## src/rtl/dbs_pkg.sv

```systemverilog
// Shared types for the DMA burst fragmenter.
// Assumes: op encoding fixed as copy=0, fill=1.
package dbs_pkg;
    typedef enum logic {
        OP_COPY = 1'b0,
        OP_FILL = 1'b1
    } dbs_op_e;

    typedef enum logic [2:0] {
        ST_IDLE  = 3'd0,
        ST_RD    = 3'd1,
        ST_WR    = 3'd2,
        ST_YIELD = 3'd3,
        ST_DONE  = 3'd4
    } dbs_state_e;
endpackage

```

## src/rtl/dbs_chunk_calc.sv

```systemverilog
// Burst size selection: smallest of remaining length, primary limit and
// (optionally) secondary limit. A zero limit counts as one byte.
// Assumes: LW > BW.
module dbs_chunk_calc #(
    parameter int LW = 32,
    parameter int BW = 16
) (
    input  logic [LW-1:0] rem,
    input  logic [BW-1:0] lim_a,
    input  logic [BW-1:0] lim_b,
    input  logic          use_b,
    output logic [BW-1:0] chunk
);
    logic [BW-1:0] eff_a, eff_b, cap;

    // Clamp zero limits up to one byte and pick the tighter cap.
    always_comb begin
        eff_a = (lim_a == '0) ? BW'(1) : lim_a;
        eff_b = (lim_b == '0) ? BW'(1) : lim_b;
        cap   = (use_b && (eff_b < eff_a)) ? eff_b : eff_a;
        chunk = (rem < LW'(cap)) ? rem[BW-1:0] : cap;
    end
endmodule

```

## src/rtl/dbs_txn_counter.sv

```systemverilog
// Consecutive-burst counter for one bus side. full_after reports whether
// the count, including a burst handshaken this cycle, has reached the limit.
// Assumes: the count is cleared before it can pass the limit.
module dbs_txn_counter #(
    parameter int TW = 8
) (
    input  logic          clk,
    input  logic          rst_n,
    input  logic          clr,
    input  logic          inc,
    input  logic [TW-1:0] lim,
    output logic          full_after
);
    logic [TW-1:0] cnt_q;
    logic [TW:0]   cnt_next;
    logic [TW-1:0] eff_lim;

    // Next count and limit comparison (zero limit counts as one).
    always_comb begin
        eff_lim    = (lim == '0) ? TW'(1) : lim;
        cnt_next   = {1'b0, cnt_q} + {{TW{1'b0}}, inc};
        full_after = cnt_next >= {1'b0, eff_lim};
    end

    // Count handshaken bursts; clear on yield or idle.
    always_ff @(posedge clk) begin
        if (!rst_n || clr) cnt_q <= '0;
        else if (inc)      cnt_q <= cnt_next[TW-1:0];
    end
endmodule

```

## src/rtl/dma_burst_splitter.sv

```systemverilog
// DMA burst fragmenter: splits a copy or fill request into read/write
// bursts capped per side, and forces a one-cycle bus release after each
// side's back-to-back burst limit.
// Assumes: AW > BW, LW > BW; limits captured at request acceptance.
module dma_burst_splitter
    import dbs_pkg::*;
#(
    parameter int AW = 32,
    parameter int LW = 32,
    parameter int BW = 16,
    parameter int TW = 8
) (
    input  logic          clk,
    input  logic          rst_n,
    input  logic          req_valid,
    output logic          req_ready,
    input  logic          req_op,
    input  logic [AW-1:0] req_src,
    input  logic [AW-1:0] req_dst,
    input  logic [LW-1:0] req_len,
    input  logic [BW-1:0] cfg_rd_bytes,
    input  logic [BW-1:0] cfg_wr_bytes,
    input  logic [TW-1:0] cfg_rd_txns,
    input  logic [TW-1:0] cfg_wr_txns,
    output logic          cmd_valid,
    input  logic          cmd_ready,
    output logic          cmd_write,
    output logic [AW-1:0] cmd_addr,
    output logic [BW-1:0] cmd_bytes,
    output logic          bus_req,
    output logic          bus_yield,
    output logic          done
);
    dbs_state_e    state_q, ret_q;
    dbs_op_e       op_q;
    logic [AW-1:0] src_q, dst_q;
    logic [LW-1:0] rem_q, rem_after;
    logic [BW-1:0] pair_q, chunk;
    logic [BW-1:0] rd_b_q, wr_b_q;
    logic [TW-1:0] rd_t_q, wr_t_q;
    logic          hs, rd_hs, wr_hs, cnt_clr, rd_full, wr_full, fill_q;

    assign fill_q = (op_q == OP_FILL);

    // Burst size for the current position.
    dbs_chunk_calc #(.LW(LW), .BW(BW)) u_chunk (
        .rem   (rem_q),
        .lim_a (wr_b_q),
        .lim_b (rd_b_q),
        .use_b (!fill_q),
        .chunk (chunk)
    );

    assign hs      = cmd_valid && cmd_ready;
    assign rd_hs   = hs && (state_q == ST_RD);
    assign wr_hs   = hs && (state_q == ST_WR);
    assign cnt_clr = (state_q == ST_YIELD) || (state_q == ST_IDLE);

    dbs_txn_counter #(.TW(TW)) u_rd_cnt (
        .clk        (clk),
        .rst_n      (rst_n),
        .clr        (cnt_clr),
        .inc        (rd_hs),
        .lim        (rd_t_q),
        .full_after (rd_full)
    );

    dbs_txn_counter #(.TW(TW)) u_wr_cnt (
        .clk        (clk),
        .rst_n      (rst_n),
        .clr        (cnt_clr),
        .inc        (wr_hs),
        .lim        (wr_t_q),
        .full_after (wr_full)
    );

    // Output decode from the current state.
    always_comb begin
        req_ready = (state_q == ST_IDLE);
        cmd_valid = (state_q == ST_RD) || (state_q == ST_WR);
        bus_req   = cmd_valid;
        bus_yield = (state_q == ST_YIELD);
        done      = (state_q == ST_DONE);
        cmd_write = (state_q == ST_WR);
        cmd_addr  = (state_q == ST_WR) ? dst_q : src_q;
        cmd_bytes = (state_q == ST_WR && !fill_q) ? pair_q : chunk;
        rem_after = rem_q - {{(LW-BW){1'b0}}, cmd_bytes};
    end

    // Sequencing: accept, alternate/repeat bursts, yield, finish.
    always_ff @(posedge clk) begin
        if (!rst_n) begin
            state_q <= ST_IDLE;
            ret_q   <= ST_IDLE;
            op_q    <= OP_COPY;
            src_q   <= '0;
            dst_q   <= '0;
            rem_q   <= '0;
            pair_q  <= '0;
            rd_b_q  <= '0;
            wr_b_q  <= '0;
            rd_t_q  <= '0;
            wr_t_q  <= '0;
        end else begin
            unique case (state_q)
                ST_IDLE: if (req_valid) begin
                    op_q   <= dbs_op_e'(req_op);
                    src_q  <= req_src;
                    dst_q  <= req_dst;
                    rem_q  <= req_len;
                    rd_b_q <= cfg_rd_bytes;
                    wr_b_q <= cfg_wr_bytes;
                    rd_t_q <= cfg_rd_txns;
                    wr_t_q <= cfg_wr_txns;
                    if (req_len == '0)            state_q <= ST_DONE;
                    else if (req_op == OP_FILL)   state_q <= ST_WR;
                    else                          state_q <= ST_RD;
                end
                ST_RD: if (hs) begin
                    src_q  <= src_q + {{(AW-BW){1'b0}}, cmd_bytes};
                    pair_q <= cmd_bytes;
                    if (wr_full) begin
                        state_q <= ST_YIELD;
                        ret_q   <= ST_WR;
                    end else begin
                        state_q <= ST_WR;
                    end
                end
                ST_WR: if (hs) begin
                    dst_q <= dst_q + {{(AW-BW){1'b0}}, cmd_bytes};
                    rem_q <= rem_after;
                    if (rem_after == '0) begin
                        state_q <= ST_DONE;
                    end else if (fill_q) begin
                        state_q <= wr_full ? ST_YIELD : ST_WR;
                        ret_q   <= ST_WR;
                    end else begin
                        state_q <= rd_full ? ST_YIELD : ST_RD;
                        ret_q   <= ST_RD;
                    end
                end
                ST_YIELD: state_q <= ret_q;
                ST_DONE:  state_q <= ST_IDLE;
                default:  state_q <= ST_IDLE;
            endcase
        end
    end
endmodule

```

## config.mk

```make
export PLATFORM = sky130hd
export DESIGN_NAME = dma_burst_splitter
export DESIGN_NICKNAME = d
export VERILOG_FILES = /design/src/rtl/dbs_pkg.sv /design/src/rtl/dbs_chunk_calc.sv /design/src/rtl/dbs_txn_counter.sv /design/src/rtl/dma_burst_splitter.sv
export SDC_FILE = /design/constraint.sdc
export NUM_CORES = 1
export LEC_CHECK = 0
export BUFFER_PORTS_ARGS = -buffer_cell sky130_fd_sc_hd__buf_2
export CAP_MARGIN = 5
export CORE_UTILIZATION = 40
export CTS_CLUSTER_DIAMETER = 80
export DETAILED_ROUTE_END_ITERATION = 12
export PLACE_DENSITY_LB_ADDON = 0.25
export SLEW_MARGIN = 20
export SYNTH_ARGS = -nofsm -noshare
export SYNTH_HDL_FRONTEND = slang
export SYNTH_SLANG_ARGS = --single-unit
```

## constraint.sdc

```tcl
create_clock -name clk -period 11.5 [get_ports clk]
set_input_delay 1.725 -clock clk [delete_from_list [all_inputs] [get_ports clk]]
set_output_delay 1.725 -clock clk [all_outputs]
set_load 0.02 [all_outputs]
```

==> results of run 1 <==
==> metrics by stage <==
stage	instance area, µm²	hold WS [ns]	utilization (%)
floorplan	14000	0.436	-
global placement	15200	0.443	44.2
CTS	15800	0.456	45.9
finish	15800	0.455	45.9
global route	15800	0.480	45.9
detailed placement	15200	0.447	44.2
==> report_power, final <==
| part | internal, µW | switching (µW) |
|---|---|---|
| Combinational | 716 | 1270 |
| Sequential | 726 | 133 |
| Clock | 349 | 272 |
==> logic make-up after synthesis <==
group | count (synthesis) | synth area share [%]
and+or+nand+nor | 817 | 26.6
DFF | 182 | 26.0
adders and majority gates | 81 | 7.25
muxes | 16 | 1.17
AOI/OAI and AO/OA | 602 | 28.8
buffers and inverters | 217 | 5.96
xor gates and xnor gates | 67 | 4.19
==> worst max-delay path: cells and delay by family, from the launching register on <==
| kind | cells | cell delay (ns) |
|---|---|---|
| AO/OA/AOI/OAI | 13 | 3.53 |
| AND/OR/NAND/NOR | 12 | 4.92 |
| XOR/XNOR | 1 | 0.22 |
| multiplexers | 1 | 0.43 |
| flip-flops | 1 | 0.38 |
| buffers and inverters | 2 | 0.58 |
| adder cells (fa/ha/maj) | 2 | 0.68 |
==> per-layer routing <==
metal	up-vias	part of all wire [%]	global-route usage (%)	wire, µm
met4	0	1.8	6.89	867
met3	40	6.5	4.39	3180
met2	558	45	44.1	22000
met1	7149	47	37.5	22700
met5	-	0	0	0
li1	7348	-	-	-
==> cell type report <==
class	instances	area (µm²)	area share [%]
multi-input combinational	1583	9560	60.5
sequential	182	3640	23.0
timing repair buffer	218	1130	7.15
tap	455	569	3.60
clock buffer	20	457	2.89
inverter	85	323	2.04
clock inverter	9	129	0.815
==> sequential cells by signal (all words and copies together) (netlist names) <==
| signal | flops |
|---|---|
| dst_q | 32 |
| src_q | 32 |
| wr_t_q | 8 |
| pair_q | 16 |
| rd_t_q | 8 |
| wr_b_q | 16 |
| u_wr_cnt.cnt_q | 8 |
| state_q | 3 |
| u_rd_cnt.cnt_q | 8 |
| rd_b_q | 16 |
| ret_q | 2 |
| fill_q | 1 |
| rem_q | 32 |
==> layout by cell type (no fill, tap or decap), types with 12 or more instances in the layout <==
| cell type | instances |
|---|---|
| nand2_1 | 325 |
| nor2_1 | 209 |
| buf_2 | 202 |
| a21oi_1 | 196 |
| dfxtp_1 | 182 |
| o21ai_0 | 97 |
| inv_1 | 74 |
| ha_1 | 70 |
| nor3_1 | 57 |
| xnor2_1 | 52 |
| a211oi_1 | 43 |
| nand3_1 | 36 |
| a311oi_1 | 30 |
| or3_1 | 28 |
| a21o_1 | 27 |
| a31oi_1 | 27 |
| nor4_1 | 26 |
| and3_1 | 25 |
| o211ai_1 | 22 |
| nand4_1 | 20 |
| a22oi_1 | 17 |
| clkbuf_16 | 17 |
| o21a_1 | 16 |
| nand2b_1 | 16 |
| buf_4 | 16 |
| xor2_1 | 15 |
| and2_1 | 15 |
| mux2i_1 | 13 |
| o221ai_1 | 12 |
==> worst max path at each step <==
stage	from	to	slack, ns	cells past startpoint
detailed placement	wr_b_q[8]	ret_q[1]	0.77	31
CTS	wr_b_q[8]	ret_q[1]	0.73	31
floorplan	rd_b_q[14]	ret_q[1]	1.97	38
global placement	wr_b_q[8]	ret_q[1]	1.12	34
global route	wr_b_q[8]	ret_q[1]	0.009	31
finish	wr_b_q[8]	ret_q[1]	0.64	31
==> metrics.txt, run 1 <==
Slew HR=a little over a third; clock insertion delay at the later pin of the skew report=about 0.46 ns; period utilisation layout=a little over nine tenths; Initial DRC Count=around 1.3k; HP Start=pair_q[0]; Buffers on Ports=202; final setup TNS=0 ns; CTS clk-pin slew, worst paths=roughly 0.070 ns; ys flop type=dfxtp_1; GR Overflow Total=0; H-tree depth=4; crit-path max FO=17; MaxCap Viol Count=0; IO Pins=~200; reg-to-reg slack, setup=approximately 0.64 ns; Avg Synthesized Cell Area=around 7 µm²; maximum VDD drop=between 0.0001 and 0.00015 V; most used standard cell by instance count after synthesis=nand2_1; WL/cell=between 15 and 20 µm; Worst setup SP type=flip-flop; hold buffers post-CTS=0; setup violators final=0; pre-CTS WS=0.769 ns; pin count of the biggest net entering global routing=85; fraction of registers with async set/reset=0%; Slew @ Worst Pin=0.976 ns; vias per cell=5.91; Setup Buffers After CTS=0; dpl cells=roughly 2.5k; WHS Path Cells=2; #FFs+latches synth=182; core area=~0.034 mm²; critical path class=flip-flop to flip-flop; CTS tree=yes; Yosys top cell area share=26.0%; initial antenna violation count=0; Detailed Routing Iterations Pass 1=5; Post-Route Skew=0.0155 ns; CTS resizes=0; fillers=~3.6k; Crit path arrival time=11.21 ns; final wirelength=between 40 and 50 mm; share of layout cells above drive strength 1=between 10% and 20%; Layout Cells excl Fill=2552; CTS sink cnt=about 180; Worst path max stage delay=between 0.7 and 0.8 ns; syn_nets=about 2.2k; full die area=between 0.03 and 0.04 mm²; DRT antenna net count=0; worst hold path class=flip-flop to flip-flop; r2r endpoint=ret_q[1]; total power=approximately 3500 µW; Final GP Congestion=a little over 0.9; sequential area share after synthesis=about a quarter; Root Buffer=clkbuf_16; Inserted Clock Buffers=17; f_max=about 90 MHz; Final nets=2309; Required @ worst endpoint=roughly 12 ns; DRC=0; status=complete, no violations; cell accounting for the most synthesized area=dfxtp_1; worst r2r src=wr_b_q[8]; Pwr Density=approximately 220 mW/mm²; max-slew violation count=0; vias in the first global route=14.0k; Synth area leaders=dfxtp_1 (26%), nand2_1 (8.8%), a21oi_1 (7.0%); Leak=0.00637 µW; slowest CP cell=o21ai_0; DP Wirelength=between 30 and 40 mm; FF-to-FF path depth=31; DIE WIDTH=between 150 and 200 µm; overall global routing resource usage=approximately 27%; number of synthesis warnings=0; die span in y=189 µm; Gate Count Post-Synth=between 1.5k and 2k; hold path endpoint=pair_q[0]; RSZ-0062 raised after global routing=no; clk buf depth=2; Starting Density=40.6%; synthesized area=~0.014 mm²; Post-synth top cells=nand2_1 (327), nor2_1 (212), a21oi_1 (196); fin crit period=between 10 and 15 ns; Layout area overhead=12.9%; FP Rows=68; Netlist cell types=93; Critical Path Sink Type=flip-flop; number of flops mapped to enable cells by yosys=0; first-pass GRT wire length=77.6 mm; final worst slack=about 0.64 ns; vias=between 15k and 20k; diode count=0; Fin. Hold Viols=0
(Power assumes the default switching activity.)
==> inputs of run 2 (changes only) <==
--- a/config.mk
+++ b/config.mk
@@ -7,6 +7,9 @@
 export LEC_CHECK = 0
 export BUFFER_PORTS_ARGS = -buffer_cell sky130_fd_sc_hd__buf_2
 export CAP_MARGIN = 5
+export CELL_PAD_IN_SITES_DETAIL_PLACEMENT = 1
+export CELL_PAD_IN_SITES_GLOBAL_PLACEMENT = 1
+export CORE_ASPECT_RATIO = 0.75
 export CORE_UTILIZATION = 40
 export CTS_CLUSTER_DIAMETER = 80
 export DETAILED_ROUTE_END_ITERATION = 12
==> metrics.txt, run 2 (synthesis results as in run 1) <==
Placed Area=0.0153 mm²; final setup TNS=0 ns; Leak=between 0.006 and 0.007 µW; final worst slack=0.667 ns; FP Rows=58; pre-CTS WS=around 0.76 ns; share of layout cells above drive strength 1=approximately 15%; Inserted Clock Buffers=17; Slew @ Worst Pin=1.05 ns; DRT antenna net count=0; hold path endpoint=wr_t_q[7]; initial antenna violation count=2; commonest cells after routing, fill and taps aside=nand2_1 (325), nor2_1 (210), buf_2 (202); critical path class=flip-flop to flip-flop; slowest CP cell=or4_1; DRC=0; Post-Route Skew=~0.017 ns; Critical Path Sink Type=flip-flop; crit-path max FO=17; first-pass GRT wire length=between 80 and 90 mm; Layout area overhead=13.3%; DIE WIDTH=about 220 µm; clk buf depth=2; RSZ-0062 raised after global routing=no; IO Pins=between 200 and 250; worst hold path class=flip-flop to flip-flop; maximum VDD drop=between 0.00009 and 0.0001 V; Worst setup SP type=flip-flop; vias in the first global route=between 15k and 20k; status=complete, no violations; fin crit period=approximately 11 ns; Top Registers=dst_q: 32 flops, rem_q: 32 flops, src_q: 32 flops; Worst path max stage delay=0.76 ns; die span in y=approximately 160 µm; clock insertion delay at the later pin of the skew report=0.46 ns; CTS sink cnt=around 180; CTS clk-pin slew, worst paths=0.08 ns; fillers=~4.4k; setup violators final=0; Detailed Routing Iterations Pass 1=5; DP Wirelength=between 40 and 50 mm; Required @ worst endpoint=11.86 ns; Starting Density=41.2%; CTS tree=yes; most common cell after layout, fill and taps aside=nand2_1; Slew HR=30.0%; f_max=92.3 MHz; Buffers on Ports=around 200; full die area=about 0.036 mm²; Final nets=roughly 2.3k; Root Buffer=clkbuf_16; r2r endpoint=ret_q[1]; pin count of the biggest net entering global routing=74; vias=15.6k; GR Overflow Total=0; Final GP Congestion=0.940; Initial DRC Count=between 1k and 1.5k; MaxCap Viol Count=0; H-tree depth=4; worst r2r src=wr_b_q[14]; hold buffers post-CTS=0; final core occ=46.7%; WL/cell=about 22 µm; vias per cell=6.12; Fin. Hold Viols=0; core area=between 0.03 and 0.04 mm²; FF-to-FF path depth=34; final instance area=around 0.016 mm²; WHS Path Cells=2; period utilisation layout=between 90% and 100%; overall global routing resource usage=just over 30%; Crit path arrival time=between 10 and 15 ns; HP Start=wr_t_q[7]; final wirelength=about 56 mm; max-slew violation count=0; Pwr Density=between 200 and 250 mW/mm²; reg-to-reg slack, setup=between 0.6 and 0.7 ns
run 2: changes by cell type in the layout (fill, tap and decap cells not counted), moves of 2 or more:
| cell | change |
|---|---|
| buf_4 | +5 |
| clkinv_2 | -2 |
| diode_2 | +2 |
| inv_6 | +4 |
run 2: worst max-delay path by stage:
stage	from	endpoint	cells past startpoint
after CTS	wr_b_q[15]	ret_q[1]	33
after global routing	wr_b_q[14]	ret_q[1]	34
after global placement	wr_b_q[15]	ret_q[1]	34
after floorplan	rd_b_q[14]	ret_q[1]	38
final	wr_b_q[14]	ret_q[1]	34
after detailed placement	wr_b_q[15]	ret_q[1]	34
run 2: per-stage QoR:
stage               hold WS [ns]  total power, µW  std cells
floorplan                  0.436             2300       1982
global placement           0.444             2860       2523
detailed placement         0.453             2920       2523
CTS                        0.463             3580       2555
global route               0.493             3830       2557
finish                     0.458             3610       2557
run 2: area by class of cell:
| class | count | area, µm² | area share, % |
|---|---|---|---|
| clock buffer | 20 | 447 | 2.81 |
| tap | 450 | 563 | 3.55 |
| clock inverter | 12 | 164 | 1.03 |
| timing repair buffer | 223 | 1170 | 7.36 |
| multi-input combinational | 1583 | 9560 | 60.2 |
| antenna | 2 | 5.00 | 0.0315 |
| sequential | 182 | 3640 | 23.0 |
| inverter | 85 | 323 | 2.03 |
run 2: power by group:
group          internal (µW)  leakage (µW)  total (µW)  switching (µW)
clock                    352      0.000290         646             294
sequential               726       0.00149         869             144
combinational            726       0.00462        2100            1370
total                   1800       0.00640        3610            1810
run 2: timing repair:
action | 4_1_cts | 5_1_grt
setup buffers | 0 | 0
endpoints found under the setup margin | 0 | 1
gates resized for setup | 0 | 1
endpoints found under the hold margin | 0 | 0
run 2: routing by layer:
| layer | part of all wire [%] | GRT usage, % | routed length [µm] |
|---|---|---|---|
| met1 | 48 | 44.9 | 26800 |
| met2 | 43 | 47.4 | 24100 |
| met3 | 6.7 | 5.22 | 3710 |
| met4 | 1.9 | 8.52 | 1080 |
| met5 | 0 | 0 | 0 |
run 2: critical path: cells and delay by family (launching register included):
| family | cells | cell delay (ns) |
|---|---|---|
| xor gates and xnor gates | 1 | 0.18 |
| and+or+nand+nor | 12 | 4.34 |
| adders and majority gates | 3 | 1.05 |
| buffers and inverters | 2 | 0.20 |
| DFF | 1 | 0.39 |
| AOI/OAI and AO/OA | 16 | 4.56 |
==> inputs of run 3 (changes only) <==
--- a/config.mk
+++ b/config.mk
@@ -5,7 +5,6 @@
 export SDC_FILE = /design/constraint.sdc
 export NUM_CORES = 1
 export LEC_CHECK = 0
-export BUFFER_PORTS_ARGS = -buffer_cell sky130_fd_sc_hd__buf_2
 export CAP_MARGIN = 5
 export CELL_PAD_IN_SITES_DETAIL_PLACEMENT = 1
 export CELL_PAD_IN_SITES_GLOBAL_PLACEMENT = 1
@@ -13,6 +12,7 @@
 export CORE_UTILIZATION = 40
 export CTS_CLUSTER_DIAMETER = 80
 export DETAILED_ROUTE_END_ITERATION = 12
+export DONT_BUFFER_PORTS = 1
 export PLACE_DENSITY_LB_ADDON = 0.25
 export SLEW_MARGIN = 20
 export SYNTH_ARGS = -nofsm -noshare
==> metrics.txt, run 3 (synthesis results as in run 1) <==
status=complete, no violations; uppermost layer routed=met5; worst hold path class=flip-flop to flip-flop; overall global routing resource usage=30.1%; Initial DRC Count=approximately 1.2k; full die area=around 0.036 mm²; crit-path max FO=25; period utilisation layout=between 90% and 100%; initial antenna violation count=4; vias=about 15k; CTS clk-pin slew, worst paths=0.07 ns; Worst path max stage delay=0.80 ns; switching power total=roughly 1800 µW; Final GP Congestion=~0.94; H-tree depth=4; Fin. Hold Viols=0; Buffers on Ports=0; Clock power frac=between 10% and 20%; CP delay by family, top=simple AND/OR/NAND/NOR gates; core area=approximately 0.034 mm²; Switching Share=around half; Final nets=2115; die span in y=164 µm; Slew @ Worst Pin=between 1 and 1.5 ns; worst path buffer plus inverter count=3; Layout area overhead=6.34%; maximum VDD drop=approximately 0.00011 V; Post-Route Skew=about 0.016 ns; Detailed Routing Iterations Pass 1=7; critical path class=flip-flop to flip-flop; clk buf depth=2; multi-input gate area in the final layout=0.00956 mm²; Sequential cell area=~0.0036 mm²; final wirelength=approximately 54 mm; CTS sink cnt=roughly 180; fillers=around 4.3k; Starting Density=41.2%; RSZ-0062 raised after global routing=no; Top Registers=dst_q: 32 flops, rem_q: 32 flops, src_q: 32 flops; setup violators final=0; commonest cells after routing, fill and taps aside=nand2_1 (325), nor2_1 (210), a21oi_1 (196); total power=3540 µW; DP Wirelength=approximately 40 mm; CTS resizes=0; combinational power share=a little under three fifths; WL/cell=around 23 µm; clock insertion delay at the later pin of the skew report=0.46 ns; Setup Buffers After CTS=0; Root Buffer=clkbuf_16; wire length on met1=around 26 mm; slowest CP cell=o21ai_1; vias in the first global route=14.5k; FP Rows=58; Pwr Density=about 240 mW/mm²; Worst setup SP type=flip-flop; Slew HR=between 30 and 40%; first-pass GRT wire length=approximately 84 mm; Internal=~1800 µW; Crit path arrival time=~11 ns; GR Overflow Total=0; share of layout cells above drive strength 1=5.56%; Leak=0.00557 µW; hold buffers post-CTS=0; DRC=0; MaxCap Viol Count=0; DIE WIDTH=about 220 µm; fin crit period=approximately 11 ns; routed length on met3=just over 4 mm; vias per cell=6.24; max-slew violation count=0; met2 routed WL=around 23 mm; Required @ worst endpoint=11.85 ns; most common cell after layout, fill and taps aside=nand2_1; Reg power frac=between 20 and 25%; IO Pins=roughly 200; Inserted Clock Buffers=17; final setup TNS=0 ns; CTS tree=yes; pin count of the biggest net entering global routing=just under 80; f_max=roughly 94 MHz; DRT antenna net count=0; Critical Path Sink Type=flip-flop
run 3: worst register-to-register path, delay by kind of cell, from the launching register on:
kind / cells / cell delay [ns]
AND/OR/NAND/NOR: 12 / 4.45
AO/OA/AOI/OAI: 13 / 3.29
buffers and inverters: 3 / 0.82
adder cells (fa/ha/maj): 2 / 0.71
multiplexers: 1 / 0.62
flip-flops: 1 / 0.37
XOR/XNOR: 1 / 0.29
run 3: cell type report:
type	count	area share (%)
Timing Repair Buffer	24	1.21
Sequential cell	182	24.5
Tap cell	450	3.78
Antenna cell	2	0.0336
Multi-Input combinational cell	1583	64.2
Inverter	85	2.17
Clock buffer	23	3.21
Clock inverter	9	0.941
run 3: per-layer routing:
metal,global-route usage (%),vias to the layer above
met2,45.1,479
met3,7.37,83
met5,0,-
met1,42.2,7198
met4,9.44,4
li1,-,6954
run 3: worst paths after layout:
| kind | from | endpoint | slack (ns) | cells past startpoint |
|---|---|---|---|---|
| max | wr_b_q[8] | ret_q[1] | 0.84 | 32 |
| min | rd_t_q[1] | rd_t_q[1] | 0.46 | 2 |
| max reg2reg | wr_b_q[8] | ret_q[1] | 0.84 | 32 |
| min reg2reg | rd_t_q[1] | rd_t_q[1] | 0.46 | 2 |
run 3: through the flow:
stage | utilization, % | hold slack (ns) | cells | setup WS [ns] | instance area [µm²]
after floorplan | - | 0.436 | 1982 | 1.97 | 14000
after global placement | 42.0 | 0.444 | 2324 | 1.21 | 14300
after detailed placement | 42.0 | 0.452 | 2324 | 0.847 | 14300
after CTS | 43.8 | 0.464 | 2356 | 0.794 | 14900
after global routing | 43.8 | 0.485 | 2356 | 0.246 | 14900
final | 43.9 | 0.462 | 2358 | 0.840 | 14900
run 3: power by group through the flow:
stage               clock, µW  sequential [µW]  combinational [µW]
floorplan                   0              815                1480
global placement            0              870                1920
detailed placement          0              876                1980
CTS                       656              863                2000
global route              684              881                2200
finish                    646              869                2020
